--- src/rtl/frd_pkg.sv ---
// Package: shared constants and the sequencer state type of the flash read engine.
// Assumes single-lane SPI mode 0 and a 3-byte address.
package frd_pkg;
    localparam logic [7:0] OPC_PLAIN = 8'h03;
    localparam logic [7:0] OPC_QUICK = 8'h0B;
    localparam int         ADDR_BITS = 24;
    localparam int         HDR_PLAIN = 8 + ADDR_BITS;
    localparam int         HDR_QUICK = 8 + ADDR_BITS + 8;

    typedef enum logic [1:0] {
        ST_IDLE  = 2'd0,
        ST_SETUP = 2'd1,
        ST_SHIFT = 2'd2,
        ST_GAP   = 2'd3
    } frd_state_e;
endpackage

--- src/rtl/frd_sck_gen.sv ---
// Module: serial clock generator.
// Divides clk by 2*half while run is high. The clock is frozen while hold is high,
// and the caller raises hold only while sck is low. rise_tick and fall_tick flag the
// cycle whose clock edge toggles sck. Assumes half >= 1.
module frd_sck_gen #(
    parameter int DIV_W = 4
) (
    input  logic             clk,
    input  logic             rst_n,
    input  logic             run,
    input  logic             hold,
    input  logic [DIV_W-1:0] half,
    output logic             sck,
    output logic             rise_tick,
    output logic             fall_tick
);
    logic [DIV_W-1:0] cnt;
    logic             wrap;

    // End of the current half-period.
    assign wrap      = run && !hold && (cnt == half - 1'b1);
    assign rise_tick = wrap && !sck;
    assign fall_tick = wrap && sck;

    // Half-period counter and clock toggle.
    always_ff @(posedge clk) begin
        if (!rst_n) begin
            cnt <= '0;
            sck <= 1'b0;
        end else if (!run) begin
            cnt <= '0;
            sck <= 1'b0;
        end else if (hold) begin
            cnt <= cnt;
        end else if (wrap) begin
            cnt <= '0;
            sck <= ~sck;
        end else begin
            cnt <= cnt + 1'b1;
        end
    end
endmodule

--- src/rtl/frd_tx_shreg.sv ---
// Module: command shifter.
// Holds command, address and a zero dummy byte. It shifts left once per falling-edge
// tick, so the MSB on mosi changes only in the cycle where sck falls. After the header
// has gone out, only zeros remain, so mosi stays low through the data phase.
module frd_tx_shreg
    import frd_pkg::*;
(
    input  logic                 clk,
    input  logic                 rst_n,
    input  logic                 load,
    input  logic                 fast,
    input  logic [ADDR_BITS-1:0] addr,
    input  logic                 shift,
    output logic                 mosi
);
    localparam int SR_W = HDR_QUICK;

    logic [SR_W-1:0] sr;

    assign mosi = sr[SR_W-1];

    // Load the header on accept, then shift it out MSB first.
    always_ff @(posedge clk) begin
        if (!rst_n) begin
            sr <= '0;
        end else if (load) begin
            sr <= {(fast ? OPC_QUICK : OPC_PLAIN), addr, 8'h00};
        end else if (shift) begin
            sr <= {sr[SR_W-2:0], 1'b0};
        end
    end
endmodule

--- src/rtl/frd_rx_shreg.sv ---
// Module: byte assembler and output holding register.
// Shifts spi_miso in MSB first on each sample strobe. On the eighth bit it moves the
// byte to the output register and raises valid. valid drops when take is seen.
// Assumes the caller never completes a byte while the previous byte is still held.
module frd_rx_shreg (
    input  logic       clk,
    input  logic       rst_n,
    input  logic       clr,
    input  logic       sample,
    input  logic       miso,
    input  logic       take,
    output logic [7:0] data,
    output logic       valid,
    output logic       boundary,
    output logic       byte_pulse
);
    logic [6:0] acc;
    logic [2:0] bcnt;

    assign boundary   = (bcnt == 3'd0);
    assign byte_pulse = sample && (bcnt == 3'd7);

    // Bit accumulation and bit-in-byte count.
    always_ff @(posedge clk) begin
        if (!rst_n || clr) begin
            acc  <= '0;
            bcnt <= '0;
        end else if (sample) begin
            acc  <= {acc[5:0], miso};
            bcnt <= bcnt + 1'b1;
        end
    end

    // Output holding register with valid/ready handshake.
    always_ff @(posedge clk) begin
        if (!rst_n) begin
            data  <= '0;
            valid <= 1'b0;
        end else if (byte_pulse) begin
            data  <= {acc, miso};
            valid <= 1'b1;
        end else if (valid && take) begin
            valid <= 1'b0;
        end
    end
endmodule

--- src/rtl/flash_read_engine.sv ---
// Module: serial flash read controller (top).
// Takes one request and runs one read command with chip select held low. It streams
// req_len bytes out and then keeps chip select high for CS_GAP clocks. Assumes
// HALF_SLOW > HALF_FAST >= 1 and CS_GAP >= 1. No request is taken while the flash
// reports busy or while a byte is still waiting to be taken.
module flash_read_engine
    import frd_pkg::*;
#(
    parameter int LEN_W     = 12,
    parameter int HALF_SLOW = 4,
    parameter int HALF_FAST = 2,
    parameter int CS_GAP    = 3
) (
    input  logic                 clk,
    input  logic                 rst_n,
    input  logic                 req_valid,
    output logic                 req_ready,
    input  logic [ADDR_BITS-1:0] req_addr,
    input  logic [LEN_W-1:0]     req_len,
    input  logic                 req_fast,
    input  logic                 flash_busy,
    output logic                 spi_cs_n,
    output logic                 spi_sck,
    output logic                 spi_mosi,
    input  logic                 spi_miso,
    output logic                 out_valid,
    output logic [7:0]           out_data,
    input  logic                 out_ready,
    output logic                 done
);
    localparam int DIV_W = $clog2(HALF_SLOW) + 1;
    localparam int HDR_W = $clog2(HDR_QUICK + 1);
    localparam int GAP_W = $clog2(CS_GAP + 1) + 1;
    localparam logic [DIV_W-1:0] HALF_S   = DIV_W'(HALF_SLOW);
    localparam logic [DIV_W-1:0] HALF_F   = DIV_W'(HALF_FAST);
    localparam logic [GAP_W-1:0] GAP_LAST = GAP_W'(CS_GAP - 1);

    frd_state_e       state;
    logic             fast_q;
    logic [LEN_W-1:0] rem;
    logic [HDR_W-1:0] hdr_left;
    logic             in_data;
    logic             got_byte;
    logic             last_q;
    logic             cs_n_q;
    logic             done_q;
    logic [GAP_W-1:0] gap_cnt;

    logic             accept;
    logic             start;
    logic             run;
    logic             hold;
    logic [DIV_W-1:0] half;
    logic             rise_tick;
    logic             fall_tick;
    logic             rx_boundary;
    logic             byte_pulse;

    assign req_ready = (state == ST_IDLE) && !flash_busy && !out_valid;
    assign accept    = req_valid && req_ready;
    assign start     = accept && (req_len != '0);
    assign run       = (state == ST_SHIFT);
    assign half      = fast_q ? HALF_F : HALF_S;
    // Stop the clock at a byte boundary while the previous byte is still held.
    assign hold      = in_data && got_byte && rx_boundary && out_valid && !spi_sck;
    assign spi_cs_n  = cs_n_q;
    assign done      = done_q;

    frd_sck_gen #(.DIV_W(DIV_W)) u_sck (
        .clk       (clk),
        .rst_n     (rst_n),
        .run       (run),
        .hold      (hold),
        .half      (half),
        .sck       (spi_sck),
        .rise_tick (rise_tick),
        .fall_tick (fall_tick)
    );

    frd_tx_shreg u_tx (
        .clk   (clk),
        .rst_n (rst_n),
        .load  (start),
        .fast  (req_fast),
        .addr  (req_addr),
        .shift (fall_tick),
        .mosi  (spi_mosi)
    );

    frd_rx_shreg u_rx (
        .clk        (clk),
        .rst_n      (rst_n),
        .clr        (start),
        .sample     (rise_tick && in_data),
        .miso       (spi_miso),
        .take       (out_ready),
        .data       (out_data),
        .valid      (out_valid),
        .boundary   (rx_boundary),
        .byte_pulse (byte_pulse)
    );

    // Request sequencer: accept, header, data phase, chip-select gap.
    always_ff @(posedge clk) begin
        if (!rst_n) begin
            state    <= ST_IDLE;
            fast_q   <= 1'b0;
            rem      <= '0;
            hdr_left <= '0;
            in_data  <= 1'b0;
            got_byte <= 1'b0;
            last_q   <= 1'b0;
            cs_n_q   <= 1'b1;
            done_q   <= 1'b0;
            gap_cnt  <= '0;
        end else begin
            done_q <= 1'b0;
            case (state)
                ST_IDLE: begin
                    if (accept && !start) begin
                        done_q <= 1'b1;
                    end else if (start) begin
                        state    <= ST_SETUP;
                        cs_n_q   <= 1'b0;
                        fast_q   <= req_fast;
                        rem      <= req_len;
                        hdr_left <= req_fast ? HDR_W'(HDR_QUICK) : HDR_W'(HDR_PLAIN);
                        in_data  <= 1'b0;
                        got_byte <= 1'b0;
                        last_q   <= 1'b0;
                    end
                end
                ST_SETUP: begin
                    state <= ST_SHIFT;
                end
                ST_SHIFT: begin
                    if (rise_tick && !in_data) begin
                        hdr_left <= hdr_left - 1'b1;
                        if (hdr_left == HDR_W'(1)) begin
                            in_data <= 1'b1;
                        end
                    end else if (byte_pulse) begin
                        got_byte <= 1'b1;
                        rem      <= rem - 1'b1;
                        if (rem == LEN_W'(1)) begin
                            last_q <= 1'b1;
                        end
                    end
                    if (fall_tick && last_q) begin
                        state   <= ST_GAP;
                        cs_n_q  <= 1'b1;
                        done_q  <= 1'b1;
                        gap_cnt <= '0;
                    end
                end
                ST_GAP: begin
                    if (gap_cnt == GAP_LAST) begin
                        state <= ST_IDLE;
                    end else begin
                        gap_cnt <= gap_cnt + 1'b1;
                    end
                end
                default: state <= ST_IDLE;
            endcase
        end
    end
endmodule

--- config.mk ---
export PLATFORM = sky130hd
export DESIGN_NAME = flash_read_engine
export DESIGN_NICKNAME = d
export VERILOG_FILES = /design/src/rtl/frd_pkg.sv /design/src/rtl/frd_sck_gen.sv /design/src/rtl/frd_tx_shreg.sv /design/src/rtl/frd_rx_shreg.sv /design/src/rtl/flash_read_engine.sv
export SDC_FILE = /design/constraint.sdc
export NUM_CORES = 1
export LEC_CHECK = 0
export ABC_AREA = 1
export BUFFER_PORTS_ARGS = -buffer_cell sky130_fd_sc_hd__buf_2
export CORE_MARGIN = 3
export CORE_UTILIZATION = 55
export CTS_BUF_LIST = sky130_fd_sc_hd__clkbuf_16
export DETAILED_ROUTE_END_ITERATION = 8
export PLACE_DENSITY = 0.84
export SLEW_MARGIN = 10
export SYNTH_ARGS = -nofsm -noshare
export SYNTH_HDL_FRONTEND = slang
export SYNTH_SLANG_ARGS = --single-unit
export TNS_END_PERCENT = 10
--- constraint.sdc ---
create_clock -name clk -period 1.84 [get_ports clk]
set_input_delay 0.46 -clock clk [delete_from_list [all_inputs] [get_ports clk]]
set_output_delay 0.46 -clock clk [all_outputs]
set_load 0.05 [all_outputs]
==> results of run 1 <==
through the flow:
stage,utilization [%],cells,area (sq um),power [mW],setup WS (ns)
after floorplan,-,645,4270,4.58,0.0862
after global placement,66.1,819,4870,5.34,-0.0193
after detailed placement,66.1,819,4870,5.49,-0.151
after CTS,71.1,838,5240,7.44,-0.0408
after global routing,77.4,847,5700,8.53,-0.183
final,77.4,847,5700,8.10,-0.137
worst reg2reg max path, delay by kind of cell (launching register included):
kind	cells	cell delay, ns
simple gates	9	1.05
buf+inv	4	0.37
flops	1	0.34
fa+ha+maj	1	0.13
state kept, by name, indices dropped and copies added (netlist names):
register,flops
spi_cs_n,1
u_rx.valid,1
gap_cnt,3
u_rx.data,8
hdr_left,6
done,1
u_sck.cnt,3
in_data,1
u_rx.bcnt,3
rem,12
state,2
got_byte,1
u_tx.sr,32
last_q,1
u_rx.acc,7
fast_q,1
u_sck.sck,1
synth_stat cells, types with 2 or more instances:
cell type / instances
a21oi_1: 33
nand3_1: 59
nand4_1: 3
xnor2_1: 3
buf_2: 4
nor3_1: 6
nor2_4: 2
or2_1: 2
buf_4: 3
nor2_2: 2
dfxtp_1: 84
buf_6: 5
clkbuf_1: 6
nand2_1: 204
nor2_1: 85
inv_1: 75
nand2_2: 7
buf_1: 2
xor2_1: 2
or2_2: 3
ha_1: 13
o21ai_0: 28
inv_2: 3
kinds of logic (layout without fill, tap and decap cells):
kind of cell    count (synthesis)  in the layout
simple gates                  377            377
buf+inv                       100            203
flops                          84             84
compound gates                 65             65
fa+ha+maj                      13             13
xor+xnor                        5              5
mux                             1              1
power by group through the flow:
stage / clock (mW) / sequential [mW] / combinational [mW]
final: 1.83 / 2.40 / 3.87
after global routing: 1.89 / 2.42 / 4.22
after CTS: 1.80 / 2.33 / 3.30
after detailed placement: 0 / 2.36 / 3.12
after global placement: 0 / 2.35 / 3.00
after floorplan: 0 / 2.34 / 2.25
how the worst max path moves through the flow:
stage,to,slack [ns],cells past startpoint
after global placement,gap_cnt[0]$_SDFFE_PN0P_,-0.02,8
final,u_tx.sr[13]$_SDFFE_PN0P_,-0.14,14
after CTS,req_ready,-0.04,8
after detailed placement,gap_cnt[2]$_SDFFE_PN0P_,-0.15,8
after global routing,u_tx.sr[13]$_SDFFE_PN0P_,-0.18,14
after floorplan,u_tx.sr[35]$_SDFFE_PN0P_,0.09,13
layout make-up:
cell class / count / area share, %
Timing Repair Buffer: 108 / 14.4
Sequential cell: 84 / 29.6
Clock buffer: 9 / 3.95
Clock inverter: 6 / 1.12
Tap cell: 99 / 2.17
Multi-Input combinational cell: 461 / 43.0
Inverter: 80 / 5.70
repair_timing:
item | CTS | global route
hold endpoints to repair | 0 | 0
pin swaps | 3 | 29
resized for setup | 17 | 95
setup buffers | 4 | 3
gates cloned | 0 | 6
setup endpoints to repair | 36 | 77
layer usage:
| layer | vias to the layer above | GRT usage, % | part of all wire [%] |
|---|---|---|---|
| met5 | - | 0 | 0 |
| met4 | 0 | 11.1 | 6.2 |
| met3 | 84 | 4.57 | 8.3 |
| met2 | 316 | 42.1 | 48 |
| met1 | 2172 | 29.5 | 38 |
| li1 | 2206 | - | - |
==> impl_results.md, run 1 <==
- Run status: finished, violations left
- Failing checks: setup timing
- CTS clk-pin slew, worst paths: 0.06 ns
- R2r startpoint: state[0]$_SDFFE_PN0P_
- Leak: between 2 and 3 nW
- Simple-Gate Fraction of Synth Area: 37.3%
- Hold crit path type: in2reg
- Worst vdd ir: between 700 and 800 uV
- R2r worst-path depth: 14
- Worst Hold Path EP: u_rx.data[0]$_SDFFE_PN0P_
- Clk Latency, worst-skew pair: 0.35 ns
- Seq/Total Area, Yosys: around 39%
- GRT Residual Overflow: 0
- Post-synth cell types: 34
- Final Max Tran Viols: 0
- R2R Setup Slk: -0.14 ns
- Initial Util: about 58%
- Number of DRC markers in iteration 0: between 500 and 600
- Post-Syn Nets: ~700
- Hold buffer count at cts: 0
- NumNets Final: 800
- Crit path max-delay cell type: dfxtp_2
- First-pass GRT wire length: 17,400 microns
- Clk network pwr share: 22.6%
- Fmax: 506 MHz
- P_int: 4.67 mW
- Xor-xnor portion of the synthesized cell area: ~1.0%
- Drt first pass iters: 5
- PortBufs: 56
- WP data required: about 2.1 ns
- Setup crit start: state[0]$_SDFFE_PN0P_
- Share of cells above drive strength 1: a little under 30%
- Largest net degree at the start of global routing: 32
- Compound-Gate Fraction of Synth Area: 8.10%
- Leading cell types in the layout, fill and taps excluded: nand2_1 (176), nor2_1 (80), dfxtp_1 (79)
- Top cells by area, synth: dfxtp_1 (39%), nand2_1 (18%), nor2_1 (7.5%)
- Synthesized area: 4270 sq um
- Max incr delay on CP: between 0.3 and 0.4 ns
- Routed wire per std cell: approximately 16 microns
- Post-synth EDFFs: 0
- Worst reg2reg endpoint: u_tx.sr[13]$_SDFFE_PN0P_
- Switching power: 3.44 mW
- Io pins: 57
- Vias: ~4,800
- Vias per cell: 5.64
- Num CTS Buffers: 9
- Async S/R FF share, synth: 0%
- Hold WS: between 0.3 and 0.4 ns
- Die H: between 90 and 100 microns
- Syn Inst Count: 645
- Slew Limit Headroom: between 60% and 70%
- Unrepaired setup endpoints after global routing: true
- Sequential Power Share: roughly 30%
- Mux share of post-synthesis cell area: less than 1%
- Commonest non-fill, non-tap cell in the layout: nand2_1
- CTS tree: done
- Initial antenna violation count: 0
- Clock skew: slightly below 0.01 ns
- DRT Wirelength: between 10,000 and 15,000 microns
- Syn_area_per_cell: between 6 and 7 sq um
- Pwr/cell area: between 1000 and 1500 nW/um^2
- Clock Path Buffers: 2
- Seq. cell area: approximately 1700 sq um
- Worst path bufs/invs: 4
- Top_reg_cell synth: dfxtp_1
- Synth Warn #: 0
- Area Growth Syn to Fin: 33.7%
- H-tree depth: 3
- Root buf cell: clkbuf_16
- Setup TNS: -0.839 ns
- Crit path launch type: register
- CP delay by family, top: simple AND/OR/NAND/NOR gates
- Cell chain of the critical path: inv_4 > ha_4 > nand2_2 > nor2_2 > nand2_2 > nor2_4 > nand2_4 > nand2_4 > inv_6 > clkbuf_16 > nand2_1 > nand3_1 > nand2_1 > inv_1
- Core area: approximately 7400 sq um
- Total GRT Usage: 24.5%
- Post-synth top area cell: dfxtp_1
- Vias in the first global route: about 4,100
- Final worst-path cycle share: 107%
- Die ar.: a little under 9000 sq um
- Worst Hold Depth: 3
- Fillers: 460
- Area taken by multi-input logic gates: approximately 2500 sq um
- DRC viols: 0
- Max-cap viol count: 0
- Setup violators final: 22
- ANT cells: 0
- Logic pwr share: a little under half
- Crit path DAT: around 2.2 ns
- Crit-path max FO: 7
- Crit. End Element: register
- Crit Path Category: reg2reg
- # rows: 31
- Hold Fails Final Rpt: 0
- GPL Wtd Cong: a little under 0.9
- Synth top area share: about two fifths
- Final WS setup: -0.137 ns
- Synth Area in Adders: under 10%
- Synth Register Bits: 84
- Worst-margin pin slew: between 0.4 and 0.5 ns
- Dpl hpwl: between 7000 and 8000 microns
- Largest family of logic cells by synthesized area: simple AND/OR/NAND/NOR gates
- Final period demand of the worst path: roughly 2.0 ns
- Switching share of power: 42.4%
- Die width: between 90 and 100 microns
- Routed Antenna Nets: 0
- Clk sinks: 84
- Hold_sp: spi_miso
No activity file was read; power rests on OpenSTA's default activity.
==> run 2: changes to the inputs <==
--- a/config.mk
+++ b/config.mk
@@ -12,6 +12,7 @@
 export CTS_BUF_LIST = sky130_fd_sc_hd__clkbuf_16
 export DETAILED_ROUTE_END_ITERATION = 8
 export PLACE_DENSITY = 0.84
+export SKIP_CTS_REPAIR_TIMING = 1
 export SLEW_MARGIN = 10
 export SYNTH_ARGS = -nofsm -noshare
 export SYNTH_HDL_FRONTEND = slang
==> constraint.sdc (replaced) <==
create_clock -name clk -period 2.3 [get_ports clk]
set_input_delay 0.575 -clock clk [delete_from_list [all_inputs] [get_ports clk]]
set_output_delay 0.575 -clock clk [all_outputs]
set_load 0.05 [all_outputs]
==> impl_results.md, run 2 (synthesis results as in run 1) <==
- Die width: 94.1 microns (unchanged)
- Num CTS Buffers: 9 (unchanged)
- Area Growth Syn to Fin: 14.9%
- Cell chain of the critical path: inv_1 > ha_1 > inv_1 > nor2_1 > nand2_1 > inv_1 > buf_2
- CTS clk-pin slew, worst paths: 0.07 ns (about the same)
- Core area: 7370 sq um (unchanged)
- Root buf cell: clkbuf_16
- Final period demand of the worst path: 2.12 ns
- Worst path bufs/invs: 4 (unchanged)
- Largest net degree at the start of global routing: 30 (-6.3%)
- Hold Fails Final Rpt: 0 (unchanged)
- Commonest non-fill, non-tap cell in the layout: nand2_1
- Routed wire per std cell: 11.5 microns (-28%)
- Clk Latency, worst-skew pair: 0.34 ns (about the same)
- GRT Residual Overflow: 0 (unchanged)
- Vias per cell: 5.06 (-10%)
- Post-route core utilization: 66.5% (-11 points)
- PortBufs: 56 (unchanged)
- Crit path launch type: register
- # rows: 31 (unchanged)
- Clk sinks: 84 (unchanged)
- Crit path max-delay cell type: dfxtp_1
- Drt first pass iters: 5 (unchanged)
- Crit Path Category: reg2out
- Pwr/cell area: 1120 nW/um^2 (-21%)
- H-tree depth: 3 (unchanged)
- GPL Wtd Cong: 0.926 (+3.5%)
- CTS tree: done
- Initial Util: 57.9% (unchanged)
- Worst-margin pin slew: 0.436 ns (-0.0453 ns)
- Max incr delay on CP: 0.31 ns (-0.03 ns)
- Unrepaired setup endpoints after global routing: false
- Setup TNS: 0 ns (+0.839 ns)
- WP data required: 1.73 ns (-0.36 ns)
- Initial antenna violation count: 0 (unchanged)
- Worst path most repeated cell: inv_1
- Crit. End Element: primary output
- Dpl hpwl: 6750 microns (-7.4%)
- Max reg flops: 32 (unchanged)
- Worst vdd ir: 643 uV (-20%)
- Final Max Tran Viols: 0 (unchanged)
- DRT Wirelength: 9280 microns (-32%)
- ANT cells: 0 (unchanged)
- Top Registers: u_tx.sr x32, rem x12, u_rx.data x8
- Die H: 94.1 microns (unchanged)
- Vias in the first global route: 3,713 (-10%)
- Total GRT Usage: 22.1% (-2.4 points)
- Max-cap viol count: 0 (unchanged)
- Run status: completed
- Crit-path max FO: 3 (-4)
- NumNets Final: 758 (-5.3%)
- DRC viols: 0 (unchanged)
- Fillers: 613 (+33%)
- Largest reg by FF count: u_tx.sr
- Setup violators final: 0 (-100%)
- Die ar.: 8850 sq um (unchanged)
- Vias: 4,075 (-15%)
- Clock Path Buffers: 2 (unchanged)
- Hold crit path type: reg2reg
- Slew Limit Headroom: 70.6% (+3.1 points)
- Clock skew: 0.00568 ns (-0.00418 ns)
- Routed Antenna Nets: 0 (unchanged)
- Leak: 2.47 nW (-14%)
- Crit path DAT: 1.55 ns (-0.67 ns)
- Io pins: 57 (unchanged)
- CP delay by family, top: buffers and inverters
- Final worst-path cycle share: 92.3%
- Share of cells above drive strength 1: 14.9% (-14 points)
- First-pass GRT wire length: 15,800 microns (-9.1%)
- Leading cell types in the layout, fill and taps excluded: nand2_1 (204), nor2_1 (85), dfxtp_1 (84)
- Fmax: between 400 and 500 MHz
- Number of DRC markers in iteration 0: 204 (-60%)
[run 2: area by class of cell]
type	count	area (sq um)	area share, %
multi-input combinational	461	2150	43.9
timing repair buffer	66	355	7.25
tap	99	124	2.53
sequential	84	1680	34.3
clock inverter	7	58.8	1.20
inverter	80	303	6.18
clock buffer	9	225	4.60
[run 2: metrics by stage]
step,hold WS [ns],area (sq um),power [mW],std cells,worst slack [ns]
global route,0.482,4900,5.94,806,0.102
floorplan,0.429,4270,3.67,645,0.442
detailed placement,0.447,4620,4.14,790,0.174
CTS,0.456,4900,5.51,806,0.162
finish,0.455,4900,5.50,806,0.176
global placement,0.443,4620,4.04,790,0.244
[run 2: where the power goes]
| part | internal [mW] | switching (mW) |
|---|---|---|
| clock network | 0.748 | 0.609 |
| logic | 0.773 | 1.51 |
| registers | 1.68 | 0.181 |
[run 2: worst reg2reg max path: cells and delay by family, from the launching register on]
family / cells / cell delay (ns)
buffers and inverters: 4 / 0.69
AOI/OAI and AO/OA: 2 / 0.45
DFF: 1 / 0.31
and+or+nand+nor: 2 / 0.27
adders and majority gates: 1 / 0.20
[run 2: final timing paths]
kind | startpoint | to | slack [ns] | cells after the start
max | state[0]$_SDFFE_PN0P_ | req_ready | 0.18 | 7
min | u_tx.sr[32]$_SDFFE_PN0P_ | u_tx.sr[33]$_SDFFE_PN0P_ | 0.45 | 2
min reg2reg | u_tx.sr[32]$_SDFFE_PN0P_ | u_tx.sr[33]$_SDFFE_PN0P_ | 0.45 | 2
max reg2reg | state[0]$_SDFFE_PN0P_ | gap_cnt[0]$_SDFFE_PN0P_ | 0.26 | 9
[run 2: metal layers]
metal / GRT usage [%] / vias to the layer above / part of all wire (%)
met3: 3.45 / 17 / 6.6
met2: 36.7 / 125 / 48
met1: 28.2 / 1813 / 44
met5: 0 / - / 0
li1: - / 2120 / -
met4: 9.99 / 0 / 2.1
